**config.mk**
```make
export PLATFORM = sky130hd
export DESIGN_NAME = gpio_regbank
export DESIGN_NICKNAME = d
export VERILOG_FILES = /design/src/rtl/gpio_regbank_pkg.sv /design/src/rtl/gpio_bit_order.sv /design/src/rtl/gpio_in_sync.sv /design/src/rtl/gpio_line_state.sv /design/src/rtl/gpio_readback.sv /design/src/rtl/gpio_regbank.sv
export SDC_FILE = /design/constraint.sdc
export NUM_CORES = 1
export LEC_CHECK = 0
export CAP_MARGIN = 0
export CELL_PAD_IN_SITES_DETAIL_PLACEMENT = 1
export CELL_PAD_IN_SITES_GLOBAL_PLACEMENT = 1
export CORE_MARGIN = 4
export CORE_UTILIZATION = 39
export DETAILED_ROUTE_END_ITERATION = 6
export PLACE_DENSITY = 0.86
export SYNTH_ARGS = -nofsm -noshare
export SYNTH_HDL_FRONTEND = slang
export SYNTH_SLANG_ARGS = --single-unit
```
**constraint.sdc**
```tcl
create_clock -name clk -period 1.8 [get_ports clk]
set_input_delay 0.36 -clock clk [delete_from_list [all_inputs] [get_ports clk]]
set_output_delay 0.36 -clock clk [all_outputs]
set_load 0.02 [all_outputs]
```
**src/rtl/gpio_regbank_pkg.sv**
```systemverilog
package gpio_regbank_pkg;
  // Word offsets of the register map
  localparam int OFF_DATA = 0;
  localparam int OFF_SET  = 1;
  localparam int OFF_CLR  = 2;
  localparam int OFF_DOUT = 3;
  localparam int OFF_DIN  = 4;
  localparam int REG_COUNT = 5;

  // Minimum offset width able to hold REG_COUNT offsets
  localparam int MIN_ADDR_W = $clog2(REG_COUNT);

  // Reset value of the direction state: all lines inputs
  localparam logic DIR_RESET_BIT = 1'b0;
endpackage

```
**src/rtl/gpio_bit_order.sv**
```systemverilog
module gpio_bit_order #(
  parameter int WIDTH    = 32,
  parameter bit REVERSED = 1'b0
) (
  input  logic [WIDTH-1:0] src,
  output logic [WIDTH-1:0] dst
);
  generate
    if (REVERSED) begin : g_rev
      for (genvar i = 0; i < WIDTH; i++) begin : g_bit
        assign dst[i] = src[WIDTH-1-i];
      end
    end else begin : g_fwd
      assign dst = src;
    end
  endgenerate
endmodule

```
**src/rtl/gpio_in_sync.sv**
```systemverilog
module gpio_in_sync #(
  parameter int WIDTH  = 32,
  parameter int STAGES = 2
) (
  input  logic             clk,
  input  logic             rst,
  input  logic [WIDTH-1:0] d,
  output logic [WIDTH-1:0] q
);
  localparam int LAST = STAGES - 1;

  logic [STAGES-1:0][WIDTH-1:0] stg;

  always_ff @(posedge clk) begin
    if (rst) begin
      stg <= '0;
    end else begin
      stg[0] <= d;
      for (int s = 1; s < STAGES; s++) begin
        stg[s] <= stg[s-1];
      end
    end
  end

  assign q = stg[LAST];
endmodule

```
**src/rtl/gpio_line_state.sv**
```systemverilog
module gpio_line_state
  import gpio_regbank_pkg::*;
#(
  parameter int WIDTH  = 32,
  parameter int ADDR_W = 3
) (
  input  logic              clk,
  input  logic              rst,
  input  logic              wr_en,
  input  logic [ADDR_W-1:0] wr_addr,
  input  logic [WIDTH-1:0]  wr_word,   // already in line order
  output logic [WIDTH-1:0]  latch_q,
  output logic [WIDTH-1:0]  dir_q      // 1 = output
);
  logic [WIDTH-1:0] set_m, clr_m, base, latch_nxt, dir_nxt;
  logic             load_all;

  always_comb begin
    set_m    = '0;
    clr_m    = '0;
    load_all = 1'b0;
    dir_nxt  = dir_q;
    if (wr_en) begin
      case (wr_addr)
        ADDR_W'(OFF_DATA): load_all = 1'b1;
        ADDR_W'(OFF_SET):  set_m    = wr_word;
        ADDR_W'(OFF_CLR):  clr_m    = wr_word;
        ADDR_W'(OFF_DOUT): dir_nxt  = wr_word;
        ADDR_W'(OFF_DIN):  dir_nxt  = ~wr_word;
        default: ;
      endcase
    end
    base      = load_all ? wr_word : latch_q;
    // clear is applied last so it dominates a set on the same bit
    latch_nxt = (base | set_m) & ~clr_m;
  end

  always_ff @(posedge clk) begin
    if (rst) begin
      latch_q <= '0;
      dir_q   <= {WIDTH{DIR_RESET_BIT}};
    end else begin
      latch_q <= latch_nxt;
      dir_q   <= dir_nxt;
    end
  end
endmodule

```
**src/rtl/gpio_readback.sv**
```systemverilog
module gpio_readback
  import gpio_regbank_pkg::*;
#(
  parameter int WIDTH    = 32,
  parameter int ADDR_W   = 3,
  parameter bit REVERSED = 1'b0
) (
  input  logic              clk,
  input  logic              rst,
  input  logic              rd_en,
  input  logic [ADDR_W-1:0] rd_addr,
  input  logic [WIDTH-1:0]  level_l,
  input  logic [WIDTH-1:0]  latch_l,
  input  logic [WIDTH-1:0]  dir_l,
  output logic [WIDTH-1:0]  rdata
);
  logic [WIDTH-1:0] sel_l, sel_b;

  always_comb begin
    case (rd_addr)
      ADDR_W'(OFF_DATA): sel_l = level_l;
      ADDR_W'(OFF_SET):  sel_l = latch_l;
      ADDR_W'(OFF_DOUT): sel_l = dir_l;
      ADDR_W'(OFF_DIN):  sel_l = ~dir_l;
      default:           sel_l = '0;   // clear register and unmapped
    endcase
  end

  gpio_bit_order #(.WIDTH(WIDTH), .REVERSED(REVERSED)) u_rd_order (
    .src (sel_l),
    .dst (sel_b)
  );

  always_ff @(posedge clk) begin
    if (rst) begin
      rdata <= '0;
    end else if (rd_en) begin
      rdata <= sel_b;
    end
  end
endmodule

```
**src/rtl/gpio_regbank.sv**
```systemverilog
module gpio_regbank
  import gpio_regbank_pkg::*;
#(
  parameter int WIDTH       = 32,   // 8, 16, 32 or 64
  parameter bit REVERSED    = 1'b0,
  parameter int ADDR_W      = 3,
  parameter int SYNC_STAGES = 2
) (
  input  logic              clk,
  input  logic              rst,
  input  logic              bus_valid,
  input  logic              bus_write,
  input  logic [ADDR_W-1:0] bus_addr,
  input  logic [WIDTH-1:0]  bus_wdata,
  output logic [WIDTH-1:0]  bus_rdata,
  input  logic [WIDTH-1:0]  pin_in,
  output logic [WIDTH-1:0]  pin_out,
  output logic [WIDTH-1:0]  pin_oe
);
  localparam int USED_ADDR_W = (ADDR_W < MIN_ADDR_W) ? MIN_ADDR_W : ADDR_W;

  logic             wr_en, rd_en;
  logic [WIDTH-1:0] wword_l, pin_sync, latch_l, dir_l, level_l;

  assign wr_en = bus_valid &  bus_write;
  assign rd_en = bus_valid & ~bus_write;

  gpio_bit_order #(.WIDTH(WIDTH), .REVERSED(REVERSED)) u_wr_order (
    .src (bus_wdata),
    .dst (wword_l)
  );

  gpio_in_sync #(.WIDTH(WIDTH), .STAGES(SYNC_STAGES)) u_sync (
    .clk (clk),
    .rst (rst),
    .d   (pin_in),
    .q   (pin_sync)
  );

  gpio_line_state #(.WIDTH(WIDTH), .ADDR_W(USED_ADDR_W)) u_state (
    .clk     (clk),
    .rst     (rst),
    .wr_en   (wr_en),
    .wr_addr (USED_ADDR_W'(bus_addr)),
    .wr_word (wword_l),
    .latch_q (latch_l),
    .dir_q   (dir_l)
  );

  // per-line level: own drive for outputs, sampled pin for inputs
  assign level_l = (dir_l & latch_l) | (~dir_l & pin_sync);

  gpio_readback #(.WIDTH(WIDTH), .ADDR_W(USED_ADDR_W), .REVERSED(REVERSED)) u_rb (
    .clk     (clk),
    .rst     (rst),
    .rd_en   (rd_en),
    .rd_addr (USED_ADDR_W'(bus_addr)),
    .level_l (level_l),
    .latch_l (latch_l),
    .dir_l   (dir_l),
    .rdata   (bus_rdata)
  );

  assign pin_out = latch_l;
  assign pin_oe  = dir_l;
endmodule

```
# Word-level counts from Yosys, hierarchy flattened

Index checks and enable logic that the tools add are counted.

Bitwise logic cells: 11
Eq/ne operators: 4
Reduce and logical (&&, ||, !) cells: 3
Multiplexer cells: 9

Operators by type and width:

| cell               | number |
|---|---|
| $mux 32            | 5 |
| $pmux 32 s4        | 1 |
| $and 32x32->32     | 3 |
| $not 32->32        | 3 |
| $or 32x32->32      | 2 |
| $pmux 32 s2        | 1 |
| $eq 3x2->1 const B | 2 |
| $eq 3x1->1 const B | 1 |
| $eq 3x3->1 const B | 1 |
| $logic_not 3->1    | 1 |
| $and 1x1->1        | 2 |
| $mux 1             | 2 |
| $reduce_and 2->1   | 1 |
| $reduce_bool 2->1  | 1 |
| $not 1->1          | 1 |

Bits in registers: 160
Output and inout bits: 96
Logic and storage cells: 32
Bits of input ports: 71

# Depth between registers and ports, before layout

Depth after elaboration: 6
Gate-level depth with buffers: 5
Mapped depth without buffers: 3

# Cells and area by module

A second synthesis with hierarchy kept.

Cell total of the unflattened synthesis: 888
Area total of the unflattened synthesis: 8,684.6 sq um

Modules (own cells, without submodules):

| module          | sequential area each (sq um) | times used | cells each | area each (sq um) |
|---|---|---|---|---|
| gpio_line_state | 1,281.2                      | 1          | 367        | 3,241.9 |
| gpio_readback   | 640.6                        | 1          | 256        | 2,311.0 |
| gpio_in_sync    | 1,281.2                      | 1          | 167        | 2,158.3 |
| gpio_regbank    | 0.0                          | 1          | 34         | 493.0 |
| gpio_bit_order  | 0.0                          | 2          | 32         | 240.2 |

# Least setup slack after synthesis

No wires, ideal clock.

Kind: input -> register
Start point: input bus_addr[1]
End point: register u_rb.rdata[30]
Stages: 5
Data required time: 1.666 ns
Library setup time: 0.134 ns
Path slack: 0.354 ns
Path buffers: 2
Data arrival time: 1.312 ns
Path through: buf_2 -> buf_4 -> mux2_2 -> a32oi_1 -> a211oi_1

Word-level cells in the longest chain between the ends: 2
Elaborated cells between the ends (all ways): 5
Those cells by class: 3 x eq/ne; 1 x mux; 1 x reduce/logical

Ends and longest elaborated chain:

| what                                     | line                | source |
|---|---|---|
| from (decl)                              | gpio_regbank.sv:13  | `input logic [ADDR_W-1:0] bus_addr,` |
| $eq 3x3->1, or another cell as far along | gpio_readback.sv:20 | `case (rd_addr)` |
| $pmux 32 s4 *                            | gpio_readback.sv:20 |  |
| to (signal assigned)                     | gpio_readback.sv:38 | `rdata <= sel_b;` |
| to (decl)                                | gpio_readback.sv:15 | `output logic [WIDTH-1:0] rdata` |

Every way passes the cells marked *; elsewhere a longest branch is shown, timed or not.
A chain may end at the register's enable or synchronous reset.

# Worst setup path in the final report

Start point: register u_rb.rdata[12]
End point: output bus_rdata[12]

RTL lines:

| what      | line               | source |
|---|---|---|
| to (decl) | gpio_regbank.sv:15 | `output logic [WIDTH-1:0] bus_rdata,` |

No word-level cell between the ends.

==> impl_metrics.tcl <==
set metrics [dict create \
    critPathMaxFanout 3 \
    vdd_drop_max_mv 0.618 \
    grt_pass1_wl_um 41000 \
    mappedNetlistNets 870 \
    syn_area_mm2 0.00764 \
    fin_worst_skew_ps 8.39 \
    worstMarginPinSlew_ps 368 \
    ys.warnings.count 0 \
    post_route_cells_drive_above_1_share_pct 15.6 \
    clk_path_buf_depth 2 \
    final_period_minus_worst_setup_slack_ps 1740 \
    max_freq_ghz 0.574 \
    clock_power_share_pct 41.7 \
    io_pins 167 \
    r2r-end "u_rb.rdata[10]" \
    route.final.wire_length_um 25400 \
    max_slew_vio_count 0 \
    post_synth.cell_area_avg_um2 9.56 \
    max_cap_viol_count 0 \
    grt_util_all_layers_pct 23.3 \
    yosys_register_bits 160 \
    drc 0 \
    synth_cell_types 29 \
    post_cts_hold_buffer_count 0 \
    chipHeight_um 148 \
    p_seq_share_pct 45.1 \
    hold_violations 0 \
    rows 50 \
    worst_ep_required_time_ps 1440 \
    starting_utilization_of_the_core_area_pct 40.3 \
    setup-violations-final 0 \
    synth_sequential_area_ratio_pct 41.9 \
    worst_setup_hold_path_clk_slew_ps 70 \
    cts-resized-gates 71 \
    drtAntennaViolNets 0 \
    cp_top_family "buffers and inverters" \
    clock_tree.root_cell "sky130_fd_sc_hd__clkbuf_16" \
    finish.instance_area_mm2 0.0103 \
    post_synth_edffs 0 \
    path_buf_inv 1 \
    hpwlAfterDp_um 17600 \
    die_area_mm2 0.0219 \
    min_from "rst" \
    report.power.total_uw 8270 \
    grt_pass1_vias 7504 \
    combinationalPowerShare_pct 13.1 \
    synthCells 799 \
    worstSetupPathType "reg -> out" \
    worst_hold_slack_ps 254 \
    power_switching_share_pct 27.1 \
    globalRoute.totalOverflow 0 \
    status "finished clean" \
    instances_no_fill 1221 \
    synth-async-reset-ratio_pct 0 \
    layout.cells.most_common_list "sky130_fd_sc_hd__dfxtp_1 (160), sky130_fd_sc_hd__nor2b_1 (96), sky130_fd_sc_hd__dlygate4sd2_1 (71), sky130_fd_sc_hd__clkdlybuf4s50_1 (67), sky130_fd_sc_hd__inv_1 (65)" \
    detailroute.via_count 6894 \
    hold_end "u_sync.q[21]" \
    static-leakage-power_uw 0.00428 \
    post-place-cells 1188 \
    gpl.final_weighted_congestion 0.785 \
    whs_path_depth 2 \
    antenna_found_initial 1 \
    area_delta_synth_final_pct 34.5 \
    r2r_start "u_state.latch_q[10]" \
    post_cts_buffers 0 \
    detail_route.vias_per_cell 5.65 \
    cts_inserted_buffers 17 \
    arrival_ps 1380 \
    nNetsFinal 1018 \
    die-width_um 148 \
    ff2ff_path_depth 3 \
    setup_slack_of_the_most_critical_reg_to_reg_path_ps 670 \
    grt_start_max_net_pins 45 \
    worst_hold_path_type "in -> reg" \
    core_area_mm2 0.0190 \
    internal-power_uw 6030 \
    placed_instance_area_mm2 0.00974 \
    layout_commonest_cell "sky130_fd_sc_hd__dfxtp_1" \
    end_kind "output port" \
    detail_route.iter0.violations 394 \
    unrepaired_setup_endpoints_after_global_routing "false" \
    dominantRegCellSynth "sky130_fd_sc_hd__dfxtp_1" \
    total_switching_power_uw 2240 \
    clock_sinks 160 \
    first_pass_iters 5 \
    cpMaxStageDelayCell "sky130_fd_sc_hd__clkdlybuf4s50_1" \
    cpPeakStageDelay_ps 610 \
    clock_insertion_delay_worst_skew_ps 430 \
    timing.final.crit_share_pct 96.8 \
    power_density_mw_per_mm2 805 \
    slew_headroom_pct 74.8 \
    critical_path.cell_chain "clkdlybuf4s50_1" \
    cts_tree "built" \
    routed_wire_length_per_instance_um 20.8 \
    start_kind "flip-flop" \
    layout.core_utilization_pct 54.2 \
    clock_tree.htree_level_count 4 \
    port-buffer-count 166 \
]
==> worst register-to-register path: stages (launching register included) <==
cell                       delay, ps
sky130_fd_sc_hd__dfxtp_1         350
sky130_fd_sc_hd__mux2_2          280
sky130_fd_sc_hd__a32oi_1         260
sky130_fd_sc_hd__a211oi_1        120
==> sequential cells by signal (all words and copies together) (netlist names) <==
register         cells
u_rb.rdata          32
u_state.dir_q       32
u_state.latch_q     32
u_sync.q            32
u_sync.stg          32
==> kinds of logic (layout without fill, tap and decap cells) <==
| kind of cell | Yosys count | count (layout) | synth area share (%) |
|---|---|---|---|
| multiplexers | 65 | 65 | 9.21 |
| AND/OR/NAND/NOR | 235 | 235 | 16.9 |
| buffers and inverters | 146 | 307 | 8.73 |
| AO/OA/AOI/OAI | 193 | 193 | 23.2 |
| other | 0 | 1 | 0 |
| flip-flops | 160 | 160 | 41.9 |
==> synthesized netlist by cell type, types with 33 or more instances <==
master,number,area [um^2]
sky130_fd_sc_hd__inv_1,65,244
sky130_fd_sc_hd__clkbuf_1,47,176
sky130_fd_sc_hd__dfxtp_1,160,3200
sky130_fd_sc_hd__nor2b_1,97,607
sky130_fd_sc_hd__nor2_1,33,124
sky130_fd_sc_hd__nand2_1,33,124
sky130_fd_sc_hd__and3_1,33,206
==> power groups by stage <==
stage          Combinational [uW]  Clock (uW)  Sequential [uW]
2_1_floorplan                 540           0             3840
3_3_place_gp                 1070           0             3810
3_5_place_dp                 1110           0             3810
4_1_cts                      1090        3490             3730
5_1_grt                      1160        3650             3740
6_report                     1090        3450             3730
==> stage by stage <==
stage	setup slack, ps	setup TNS, ps
floorplan	354	0
global placement	-122	-3360
detailed placement	-255	-8680
CTS	1.31	0
global route	20.7	0
finish	58.4	0
==> metal layers <==
layer / share of wire (%) / GRT usage [%] / vias to the layer above
li1: - / - / 3206
met1: 41 / 27.9 / 3443
met2: 51 / 41.0 / 201
met3: 5.0 / 5.52 / 44
met4: 2.3 / 8.08 / 0
met5: 0 / 0 / -
==> final cells by class <==
cell class	count	area (um^2)
fill	2122	8680
sequential	160	3200
multi-input combinational	493	3790
tap	260	325
clock inverter	13	103
antenna	1	2.50
clock buffer	19	453
timing repair buffer	210	2150
inverter	65	244
==> worst max path at each step <==
| stage | end | slack, ps | cells past startpoint | startpoint |
|---|---|---|---|---|
| floorplan | u_rb.rdata[30] | 350 | 5 | bus_addr[1] |
| global placement | u_state.latch_q[28] | -120 | 6 | bus_valid |
| detailed placement | u_state.latch_q[3] | -250 | 6 | bus_write |
| CTS | bus_rdata[24] | 1 | 1 | u_rb.rdata[24] |
| global route | bus_rdata[12] | 20 | 1 | u_rb.rdata[12] |
| finish | bus_rdata[12] | 60 | 1 | u_rb.rdata[12] |
Note: power is estimated with default switching activity, not from simulation.
